===== src/rtl/gpx_pkg.sv =====
package gpx_pkg;

    localparam int BYTE_W    = 8;
    localparam int NUM_PORTS = 2;
    localparam int PIN_W     = BYTE_W * NUM_PORTS;
    localparam int IDX_W     = 3;

    // Register kind is carried in pointer bits [2:1]; bit 0 picks the port.
    localparam logic [1:0] KIND_IN  = 2'd0;
    localparam logic [1:0] KIND_OUT = 2'd1;
    localparam logic [1:0] KIND_POL = 2'd2;
    localparam logic [1:0] KIND_CFG = 2'd3;

    localparam logic [BYTE_W-1:0] OUT_RST = 8'hFF;
    localparam logic [BYTE_W-1:0] POL_RST = 8'h00;
    localparam logic [BYTE_W-1:0] CFG_RST = 8'hFF;

    typedef enum logic [3:0] {
        ST_IDLE,
        ST_ADDR,
        ST_ADDR_ACK,
        ST_CMD,
        ST_CMD_ACK,
        ST_WDATA,
        ST_WDATA_ACK,
        ST_RDATA,
        ST_RD_ACK,
        ST_WAIT
    } gpx_state_e;

endpackage


===== src/rtl/gpx_sync.sv =====
module gpx_sync #(
    parameter int             W       = 1,
    parameter int             STAGES  = 2,
    parameter logic [W-1:0]   RST_VAL = '0
) (
    input  logic         clk,
    input  logic         rst_n,
    input  logic [W-1:0] d,
    output logic [W-1:0] q
);

    logic [W-1:0] chain [STAGES];

    generate
        for (genvar s = 0; s < STAGES; s++) begin : g_stage
            if (s == 0) begin : g_first
                always_ff @(posedge clk or negedge rst_n) begin
                    if (!rst_n) chain[s] <= RST_VAL;
                    else        chain[s] <= d;
                end
            end else begin : g_next
                always_ff @(posedge clk or negedge rst_n) begin
                    if (!rst_n) chain[s] <= RST_VAL;
                    else        chain[s] <= chain[s-1];
                end
            end
        end
    endgenerate

    assign q = chain[STAGES-1];

endmodule


===== src/rtl/gpx_regfile.sv =====
module gpx_regfile
    import gpx_pkg::*;
(
    input  logic              clk,
    input  logic              rst_n,
    input  logic              wr_en,
    input  logic [IDX_W-1:0]  wr_idx,
    input  logic [BYTE_W-1:0] wr_data,
    input  logic [IDX_W-1:0]  rd_idx,
    input  logic [PIN_W-1:0]  pins_s,
    output logic [BYTE_W-1:0] rd_data,
    output logic [PIN_W-1:0]  out_q,
    output logic [PIN_W-1:0]  cfg_q
);

    logic [PIN_W-1:0] pol_q;

    generate
        for (genvar p = 0; p < NUM_PORTS; p++) begin : g_port
            logic              sel;
            logic [BYTE_W-1:0] out_r;
            logic [BYTE_W-1:0] pol_r;
            logic [BYTE_W-1:0] cfg_r;

            assign sel = wr_en && (wr_idx[0] == 1'(p));

            always_ff @(posedge clk or negedge rst_n) begin
                if (!rst_n) begin
                    out_r <= OUT_RST;
                    pol_r <= POL_RST;
                    cfg_r <= CFG_RST;
                end else if (sel) begin
                    case (wr_idx[IDX_W-1:1])
                        KIND_OUT: out_r <= wr_data;
                        KIND_POL: pol_r <= wr_data;
                        KIND_CFG: cfg_r <= wr_data;
                        default:  ; // input ports are read-only
                    endcase
                end
            end

            assign out_q[p*BYTE_W +: BYTE_W] = out_r;
            assign pol_q[p*BYTE_W +: BYTE_W] = pol_r;
            assign cfg_q[p*BYTE_W +: BYTE_W] = cfg_r;
        end
    endgenerate

    logic [$clog2(PIN_W)-1:0] base;
    assign base = {rd_idx[0], 3'b000};

    always_comb begin
        unique case (rd_idx[IDX_W-1:1])
            KIND_IN:  rd_data = pins_s[base +: BYTE_W] ^ pol_q[base +: BYTE_W];
            KIND_OUT: rd_data = out_q[base +: BYTE_W];
            KIND_POL: rd_data = pol_q[base +: BYTE_W];
            KIND_CFG: rd_data = cfg_q[base +: BYTE_W];
            default:  rd_data = '0;
        endcase
    end

endmodule


===== src/rtl/gpx_bus_fsm.sv =====
module gpx_bus_fsm
    import gpx_pkg::*;
#(
    parameter logic [3:0] ADDR_FIXED = 4'b0100
) (
    input  logic              clk,
    input  logic              rst_n,
    input  logic              scl_s,
    input  logic              sda_s,
    input  logic [2:0]        addr_sel,
    input  logic [BYTE_W-1:0] rd_data,
    output logic              sda_pull,
    output logic              wr_en,
    output logic [IDX_W-1:0]  wr_idx,
    output logic [BYTE_W-1:0] wr_data,
    output logic [IDX_W-1:0]  rd_idx,
    output gpx_state_e        state_o
);

    localparam int               CNT_W    = $clog2(BYTE_W + 1);
    localparam logic [CNT_W-1:0] LAST_BIT = CNT_W'(BYTE_W);

    gpx_state_e        state, state_nx;
    logic              scl_q, sda_q;
    logic [BYTE_W-1:0] shreg;
    logic [CNT_W-1:0]  bitcnt;
    logic              rw_q;
    logic              mack_q;
    logic [IDX_W-1:0]  ptr;

    logic start_ev, stop_ev, rise_ev, fall_ev, byte_done, addr_hit;

    // Bus condition detection on the synchronized samples
    always_ff @(posedge clk or negedge rst_n) begin
        if (!rst_n) begin
            scl_q <= 1'b1;
            sda_q <= 1'b1;
        end else begin
            scl_q <= scl_s;
            sda_q <= sda_s;
        end
    end

    assign start_ev  = scl_s && scl_q && sda_q && !sda_s;
    assign stop_ev   = scl_s && scl_q && !sda_q && sda_s;
    assign rise_ev   = scl_s && !scl_q;
    assign fall_ev   = !scl_s && scl_q;
    assign byte_done = fall_ev && (bitcnt == LAST_BIT);
    assign addr_hit  = (shreg[BYTE_W-1:1] == {ADDR_FIXED, addr_sel});

    // Next-state logic
    always_comb begin
        state_nx = state;
        if (start_ev) begin
            state_nx = ST_ADDR;
        end else if (stop_ev) begin
            state_nx = ST_IDLE;
        end else begin
            unique case (state)
                ST_IDLE:      state_nx = ST_IDLE;
                ST_ADDR:      if (byte_done) state_nx = addr_hit ? ST_ADDR_ACK : ST_WAIT;
                ST_ADDR_ACK:  if (fall_ev)   state_nx = rw_q ? ST_RDATA : ST_CMD;
                ST_CMD:       if (byte_done) state_nx = ST_CMD_ACK;
                ST_CMD_ACK:   if (fall_ev)   state_nx = ST_WDATA;
                ST_WDATA:     if (byte_done) state_nx = ST_WDATA_ACK;
                ST_WDATA_ACK: if (fall_ev)   state_nx = ST_WDATA;
                ST_RDATA:     if (byte_done) state_nx = ST_RD_ACK;
                ST_RD_ACK:    if (fall_ev)   state_nx = mack_q ? ST_RDATA : ST_WAIT;
                ST_WAIT:      state_nx = ST_WAIT;
                default:      state_nx = ST_IDLE;
            endcase
        end
    end

    // State register
    always_ff @(posedge clk or negedge rst_n) begin
        if (!rst_n) state <= ST_IDLE;
        else        state <= state_nx;
    end

    // Shift register, bit counter and register pointer
    always_ff @(posedge clk or negedge rst_n) begin
        if (!rst_n) begin
            shreg  <= '0;
            bitcnt <= '0;
            rw_q   <= 1'b0;
            mack_q <= 1'b0;
            ptr    <= '0;
        end else if (start_ev) begin
            bitcnt <= '0;
        end else begin
            case (state)
                ST_ADDR, ST_CMD, ST_WDATA: begin
                    if (rise_ev) begin
                        shreg  <= {shreg[BYTE_W-2:0], sda_s};
                        bitcnt <= bitcnt + 1'b1;
                    end else if (byte_done) begin
                        bitcnt <= '0;
                        if (state == ST_ADDR)  rw_q <= shreg[0];
                        if (state == ST_CMD)   ptr  <= shreg[IDX_W-1:0];
                        if (state == ST_WDATA) ptr  <= {ptr[IDX_W-1:1], ~ptr[0]};
                    end
                end
                ST_ADDR_ACK: begin
                    if (fall_ev && rw_q) shreg <= rd_data;
                end
                ST_RDATA: begin
                    if (rise_ev) begin
                        bitcnt <= bitcnt + 1'b1;
                    end else if (byte_done) begin
                        bitcnt <= '0;
                        ptr    <= {ptr[IDX_W-1:1], ~ptr[0]};
                    end else if (fall_ev) begin
                        shreg <= {shreg[BYTE_W-2:0], 1'b0};
                    end
                end
                ST_RD_ACK: begin
                    if (rise_ev)                mack_q <= ~sda_s;
                    else if (fall_ev && mack_q) shreg  <= rd_data;
                end
                default: ;
            endcase
        end
    end

    // Outputs
    always_comb begin
        wr_en   = (state == ST_WDATA) && byte_done;
        wr_idx  = ptr;
        wr_data = shreg;
        rd_idx  = ptr;
        state_o = state;
        unique case (state)
            ST_ADDR_ACK, ST_CMD_ACK, ST_WDATA_ACK: sda_pull = 1'b1;
            ST_RDATA:                              sda_pull = ~shreg[BYTE_W-1];
            default:                               sda_pull = 1'b0;
        endcase
    end

endmodule


===== src/rtl/gpio_i2c_expander.sv =====
module gpio_i2c_expander
    import gpx_pkg::*;
#(
    parameter int         SYNC_STAGES = 2,
    parameter logic [3:0] ADDR_FIXED  = 4'b0100
) (
    input  logic        clk,
    input  logic        rst_n,
    input  logic        scl_in,
    input  logic        sda_in,
    input  logic [2:0]  addr_sel,
    input  logic [15:0] pin_in,
    output logic        sda_pull,
    output logic [15:0] pin_out,
    output logic [15:0] pin_oe
);

    logic              scl_s, sda_s;
    logic [PIN_W-1:0]  pins_s;
    logic [BYTE_W-1:0] rd_data, wr_data;
    logic [IDX_W-1:0]  wr_idx, rd_idx;
    logic              wr_en;
    logic [PIN_W-1:0]  out_q, cfg_q;
    gpx_state_e        fsm_state;

    gpx_sync #(.W(2), .STAGES(SYNC_STAGES), .RST_VAL(2'b11)) u_sync_bus (
        .clk   (clk),
        .rst_n (rst_n),
        .d     ({scl_in, sda_in}),
        .q     ({scl_s, sda_s})
    );

    gpx_sync #(.W(PIN_W), .STAGES(SYNC_STAGES), .RST_VAL('0)) u_sync_pins (
        .clk   (clk),
        .rst_n (rst_n),
        .d     (pin_in),
        .q     (pins_s)
    );

    gpx_bus_fsm #(.ADDR_FIXED(ADDR_FIXED)) u_fsm (
        .clk      (clk),
        .rst_n    (rst_n),
        .scl_s    (scl_s),
        .sda_s    (sda_s),
        .addr_sel (addr_sel),
        .rd_data  (rd_data),
        .sda_pull (sda_pull),
        .wr_en    (wr_en),
        .wr_idx   (wr_idx),
        .wr_data  (wr_data),
        .rd_idx   (rd_idx),
        .state_o  (fsm_state)
    );

    gpx_regfile u_regs (
        .clk     (clk),
        .rst_n   (rst_n),
        .wr_en   (wr_en),
        .wr_idx  (wr_idx),
        .wr_data (wr_data),
        .rd_idx  (rd_idx),
        .pins_s  (pins_s),
        .rd_data (rd_data),
        .out_q   (out_q),
        .cfg_q   (cfg_q)
    );

    assign pin_out = out_q;
    assign pin_oe  = ~cfg_q;

endmodule


===== config.mk =====
export PLATFORM = sky130hd
export DESIGN_NAME = gpio_i2c_expander
export DESIGN_NICKNAME = d
export VERILOG_FILES = /design/src/rtl/gpx_pkg.sv /design/src/rtl/gpx_sync.sv /design/src/rtl/gpx_regfile.sv /design/src/rtl/gpx_bus_fsm.sv /design/src/rtl/gpio_i2c_expander.sv
export SDC_FILE = /design/constraint.sdc
export NUM_CORES = 1
export LEC_CHECK = 0
export ABC_CLOCK_PERIOD_IN_PS = 1860
export BUFFER_PORTS_ARGS = -buffer_cell sky130_fd_sc_hd__buf_2
export CAP_MARGIN = 20
export CORE_MARGIN = 1
export CORE_UTILIZATION = 35
export DETAILED_ROUTE_END_ITERATION = 10
export MAX_ROUTING_LAYER = met4
export PLACE_DENSITY_LB_ADDON = 0.1
export SETUP_SLACK_MARGIN = 0.4
export SYNTH_ARGS = -nofsm -noshare
export SYNTH_HDL_FRONTEND = slang
export SYNTH_SLANG_ARGS = --single-unit

===== constraint.sdc =====
create_clock -name clk -period 1.86 [get_ports clk]
set_input_delay 0.279 -clock clk [delete_from_list [all_inputs] [get_ports clk]]
set_output_delay 0.279 -clock clk [all_outputs]
set_load 0.01 [all_outputs]

# Word-level counts from Yosys, hierarchy flattened

Cells that the tools add are included.

Bits in registers: 107
Latch bits: 0
RAM bits: 0
Memory bits (read-only): 0
Bits of input ports: 23
Output and inout port bits: 33
Logic and storage cells: 138
Memories: 0

$add $sub $neg: 1
Multipliers: 0
Divide/modulo/power cells: 0
$lt $le $gt $ge: 0
Equality and inequality tests: 32
Shift-type cells: 4
Muxes and demuxes: 34
Bitwise operators: 9
Reduce and logical (&&, ||, !) cells: 39

Operators with widths:

| cell                | count |
|---|---|
| $pmux 8 s4          | 2 |
| $shiftx 16x5->8     | 4 |
| $mux 4              | 15 |
| $mux 8              | 7 |
| $pmux 4 s8          | 1 |
| $ne 4x1->1 const B  | 7 |
| $reduce_and 7->1    | 3 |
| $mux 3              | 6 |
| $eq 4x3->1 const B  | 4 |
| $not 16->16         | 1 |
| $reduce_and 2->1    | 7 |
| $logic_and 1x1->1   | 13 |
| $eq 4x4->1 const B  | 3 |
| $ne 2x1->1 const B  | 6 |
| $reduce_and 9->1    | 1 |
| $eq 4x2->1 const B  | 2 |
| $ne 2x2->1 const B  | 4 |
| $xor 8x8->8         | 1 |
| $eq 7x6->1          | 1 |
| $not 1->1           | 7 |
| $pmux 3 s2          | 1 |
| $reduce_or 3->1     | 2 |
| $reduce_and 5->1    | 1 |
| $add 4x1->4 const B | 1 |
| other kinds (14)    | 19 |

# Depth between registers and ports, before layout

Depth in word-level cells: 7
Gate-level depth with buffers: 8
Gate-level depth less buffers: 7

# Cells and area by module

From an unflattened synthesis, not the netlist that was laid out.

Cells, all modules: 425
Area, all modules: 5213.8 µm²

Modules (own cells, without submodules):

| module                 | instances | cells each | area each (µm²) | sequential area each (µm²) |
|---|---|---|---|---|
| gpx_regfile            | 1         | 193        | 2618.8          | 1241.2 |
| gpx_bus_fsm            | 1         | 162        | 1493.9          | 578.1 |
| gpx_sync (u_sync_pins) | 1         | 48         | 920.9           | 800.8 |
| gpx_sync (u_sync_bus)  | 1         | 6          | 120.1           | 105.1 |
| gpio_i2c_expander      | 1         | 16         | 60.1            | 0.0 |

# Worst setup path after synthesis

OpenSTA, ideal clock, no wires.

Path type: reg-to-reg
Start point: reg u_fsm.state[2] (netlist: u_fsm.state_o[2])
End point: reg u_fsm.shreg[0] (netlist: u_fsm.wr_data[0])
Setup time: 0.125 ns
Arrival: 1.846 ns
Required time: 1.735 ns
Setup slack: -0.111 ns
Stages on the path, launching flop included: 8
Path buffers: 2
Clock period less this slack: 1.971 ns
Path through: dfrtp_1 > buf_6 > or4b_4 > buf_6 > o31a_4 > o21ai_4 > o211ai_4 > mux2_4

Cells in the longest elaborated chain, start to end: 4
Elaborated cells between the ends (all ways): 17
Those cells by class: eq/ne: 13; mux: 1; reduce/logical: 3

RTL lines:

| what                                                             | RTL line           | source |
|---|---|---|
| from (decl)                                                      | gpx_bus_fsm.sv:23  | `gpx_state_e state, state_nx;` |
| from (signal assigned)                                           | gpx_bus_fsm.sv:78  | `else state <= state_nx;` |
| $eq 4x2->1 (tied with other cells)                               | gpx_bus_fsm.sv:92  | `case (state)` |
| $reduce_or 3->1                                                  | gpx_bus_fsm.sv:92  |  |
| $ne 2x1->1 (no line) / $reduce_bool 4->1 (equally long branches) | n/a                |  |
| $reduce_and 9->1 (no line)                                       | n/a                |  |
| to (signal assigned)                                             | gpx_bus_fsm.sv:95  | `shreg <= {shreg[BYTE_W-2:0], sda_s};` |
| to (signal assigned)                                             | gpx_bus_fsm.sv:105 | `if (fall_ev && rw_q) shreg <= rd_data;` |
| to (signal assigned)                                             | gpx_bus_fsm.sv:114 | `shreg <= {shreg[BYTE_W-2:0], 1'b0};` |
| to (decl)                                                        | gpx_bus_fsm.sv:25  | `logic [BYTE_W-1:0] shreg;` |

Parallel ways exist; a longest one is shown, timed or not.
A chain may end at the register's enable or synchronous reset.

# Worst setup path in the final report

Start point: reg u_fsm.state[3] (netlist: u_fsm.state_o[3])
End point: reg u_regs.g_port[1].out_r[1]

Cells in the longest elaborated chain, start to end: 4

RTL lines:

| what                       | RTL line           | source |
|---|---|---|
| $eq 4x3->1                 | gpx_bus_fsm.sv:128 | `wr_en = (state == ST_WDATA) && byte_done;` |
| $logic_and 1x1->1          | gpx_bus_fsm.sv:128 |  |
| $logic_and 1x1->1          | gpx_regfile.sv:25  | `assign sel = wr_en && (wr_idx[0] == 1'(p));` |
| $reduce_and 2->1 (no line) | n/a                |  |
| to (signal assigned)       | gpx_regfile.sv:34  | `KIND_OUT: out_r <= wr_data;` |
| to (decl)                  | gpx_regfile.sv:21  | `logic [BYTE_W-1:0] out_r;` |

No other way between the ends.

==> impl_metrics.yaml <==
sta:
  slew_viol_final: 0
  min_period_over_period_pct: 102
  worst_slack_ns: -0.0353
  skew_ns: 0.00657
  hold_slack_ns: 0.0228
  min_period_ns: 1.90
  slew_headroom_pct: 63.3
  max_freq_mhz: 528
  grt_setup_unrepaired: "yes"
  hold_violations: 0
  setup_violations: 27
  fin_tns_setup_ns: -0.504
  tightest_slew_ns: 0.550
clocking:
  cts.sinks: 107
  cts-htree-levels: 3
  clock_latency_ns: 0.35
  clk_path_buf_depth: 2
  tritoncts: "yes"
  cts_buffers: 9
  clockRootBuffer: "clkbuf_16"
  clkSlewWorstSetupHoldPaths_ns: 0.07
detailed_routing:
  dr.first_iter.drc_count: 256
  vias_per_cell: 5.12
  ant_nets: 0
  dr.pass1.iters: 4
  vias: 3819
  drc: 0
  drt-total-wl_mm: 13.5
  avgRoutedWirePerCell_um: 18.1
worst_hold_path:
  worstHoldPathType: "in2reg"
floorplanning:
  ioPinCount: 56
  die_x_um: 122
  rows: 43
  die_y_um: 122
  die_area_um2: 15000
  start_util_pct: 36.2
  core_um2: 14000
synthesis:
  syn_area_per_cell_um2: 11.6
  synth_cells: 438
  ys_types: 61
  ys_ff_latch: 107
  yosys.area.top_type: "dfrtp_1"
  synth_warnings: 0
  synth_top_area_share_pct: 34.1
  synth.area.top_cells: "dfrtp_1 (34%), dfstp_2 (20%), mux2_2 (7.6%), mux2i_1 (5.5%), o21ai_0 (3.2%)"
  synth-edff-count: 0
  synthArstFlopShare_pct: 100
  yosysMostFrequentCell: "dfrtp_1"
  syn-num-nets: 463
  synth_area_um2: 5070
  yosys-top-cells-count: "dfrtp_1 (69), dfstp_2 (38), nand2_1 (36)"
  yosysSeqAreaShare_pct: 53.8
  synth-main-ff-cell: "dfrtp_1"
power:
  power.net_switching_w: 0.00169
  p_leak_nw: 2.88
  pwr-share-clk_pct: 32.9
  peakVddDrop_uv: 449
  comb_power_share_pct: 22.3
  p_seq_share_pct: 44.8
  power_density_nw_per_um2: 836
  swShare_pct: 29.5
  internal-power_w: 0.00404
placement:
  dp_hpwl_mm: 9.35
  gp_congestion: 0.868
  portBuffers: 55
critical_path:
  crit_type: "reg2reg"
  critPathLaunchType: "flop"
  critPathCaptureType: "flop"
  worstPathMaxFanout: 8
  worstPathArrival_ns: 2.17
  required_ns: 2.14
grt:
  grt_use_met1_pct: 24.0
  gr-usage-all-layers_pct: 19.8
  grt_max_degree: 34
  antenna_found_initial: 0
  gr-usage-met2_pct: 33.6
  met3_usage_pct: 3.76
  grt_pass1_wl_mm: 21.3
  busiest_layer: "met2"
  grt_overflow: 0
  first_global_vias: 3956
layout:
  drive_gt1_share_pct: 49.6
  diodes: 0
  area_growth_pct: 35.2
  nets: 586
  utilization_pct: 49.0
outcome:
  outcome: "complete, but fails checks"
  violations: "negative setup slack"
flow_run:
  max_cap_viol_count: 0
-- cells in the final DEF (no fill, tap or decap), types with 3 or more instances in the layout --
cell type / netlist / final
buf_4: 1 / 64
dfrtp_1: 69 / 64
buf_2: 9 / 54
dfstp_2: 38 / 38
nand2_1: 36 / 34
mux2i_1: 28 / 28
inv_1: 28 / 25
o21ai_0: 32 / 21
mux2_4: 2 / 21
mux2_2: 34 / 16
o21ai_1: 4 / 13
buf_6: 2 / 11
nor2b_1: 9 / 9
a21oi_1: 11 / 9
clkbuf_16: 0 / 9
buf_12: 0 / 9
o211ai_1: 7 / 7
nand3b_1: 7 / 7
o221ai_1: 7 / 7
nor2_1: 7 / 6
nand3_1: 7 / 6
o21ba_2: 6 / 6
a221oi_1: 6 / 6
o22ai_1: 8 / 6
xor2_1: 5 / 5
dfrtp_2: 0 / 5
nor4_4: 0 / 4
nand2b_1: 4 / 4
nor3_1: 5 / 3
nor3b_4: 1 / 3
-- critical path, stage by stage, from the launching register on --
cell and delay, ns:
dfrtp_2 0.48, and4bb_2 0.42, nand4_4 0.19, nor3b_4 0.26, buf_12 0.17, mux2_4 0.30
-- logic make-up (layout without fill, tap and decap cells) --
| family | after synthesis | after routing | share of synthesized area [%] |
|---|---|---|---|
| DFF | 107 | 107 | 53.8 |
| and+or+nand+nor | 101 | 101 | 11.7 |
| AOI/OAI and AO/OA | 98 | 98 | 13.6 |
| muxes | 66 | 66 | 14.3 |
| buffers and inverters | 56 | 184 | 4.74 |
| xor gates and xnor gates | 8 | 8 | 1.38 |
| adders and majority gates | 2 | 2 | 0.494 |
-- sequential cells by signal, summed over array words and instances (netlist names) --
register             count
u_fsm.scl_q              1
u_sync_pins.chain       16
u_fsm.state_o            4
u_sync_bus.chain         2
u_fsm.rd_idx             3
u_regs.g_port.out_r     16
u_fsm.sda_q              1
u_fsm.mack_q             1
u_fsm.rw_q               1
u_regs.g_port.cfg_r     16
u_fsm.bitcnt             4
u_regs.g_port.pol_r     16
u_sync_bus.q             2
u_fsm.wr_data            8
u_sync_pins.q           16
-- per-stage QoR --
| stage | setup slack [ns] | total power, W | instance area [um2] | instances |
|---|---|---|---|---|
| finish | -0.0353 | 0.00573 | 6850 | 746 |
| detailed placement | -0.119 | 0.00378 | 6160 | 707 |
| global placement | -0.0836 | 0.00375 | 6160 | 707 |
| floorplan | -0.0869 | 0.00328 | 5250 | 438 |
| global route | -0.106 | 0.00602 | 6850 | 746 |
| CTS | -0.0320 | 0.00579 | 6700 | 738 |
-- metal layers --
metal	routed length [um]	share of wire (%)
met1	5990	44
met2	6980	52
met3	370	2.7
met4	178	1.3
met5	0	0
-- final timing paths --
| path | startpoint | endpoint | slack, ns | depth (start not counted) |
|---|---|---|---|---|
| worst min-delay path | scl_in | u_sync_bus.chain[3] | 0.02 | 1 |
| min in group asynchronous | rst_n | u_fsm.state_o[2] | 0.45 | 2 |
| worst max-delay path | u_fsm.state_o[3] | u_regs.g_port[1].out_r[1] | -0.04 | 5 |
| max in group asynchronous | rst_n | u_fsm.sda_q | 0.76 | 3 |
| worst max register to register | u_fsm.state_o[3] | u_regs.g_port[1].out_r[1] | -0.04 | 5 |
| worst min register to register | u_sync_pins.chain[21] | u_sync_pins.q[5] | 0.35 | 0 |
-- power by group through the flow --
stage	sequential [W]	clock [W]	combinational, W
2_1_floorplan	0.00258	0	0.000700
3_3_place_gp	0.00260	0	0.00115
3_5_place_dp	0.00260	0	0.00117
4_1_cts	0.00256	0.00196	0.00126
5_1_grt	0.00258	0.00206	0.00138
6_report	0.00257	0.00189	0.00128
-- repair_timing --
action,4_1_cts,5_1_grt
pin swaps,13,9
hold buffers,1,0
setup endpoints to repair,70,70
buffers inserted,14,8
gates cloned,0,0
endpoints found under the hold margin,22,0
resized for setup,35,20
-- final cells by class --
class / instances / area [um2]
fill: 1314 / 7140
timing repair buffer: 140 / 1080
sequential: 107 / 2730
clock buffer: 10 / 239
clock inverter: 6 / 55.1
inverter: 28 / 113
tap: 180 / 225
multi-input combinational: 275 / 2410
Note: power is estimated with default switching activity, not from simulation.
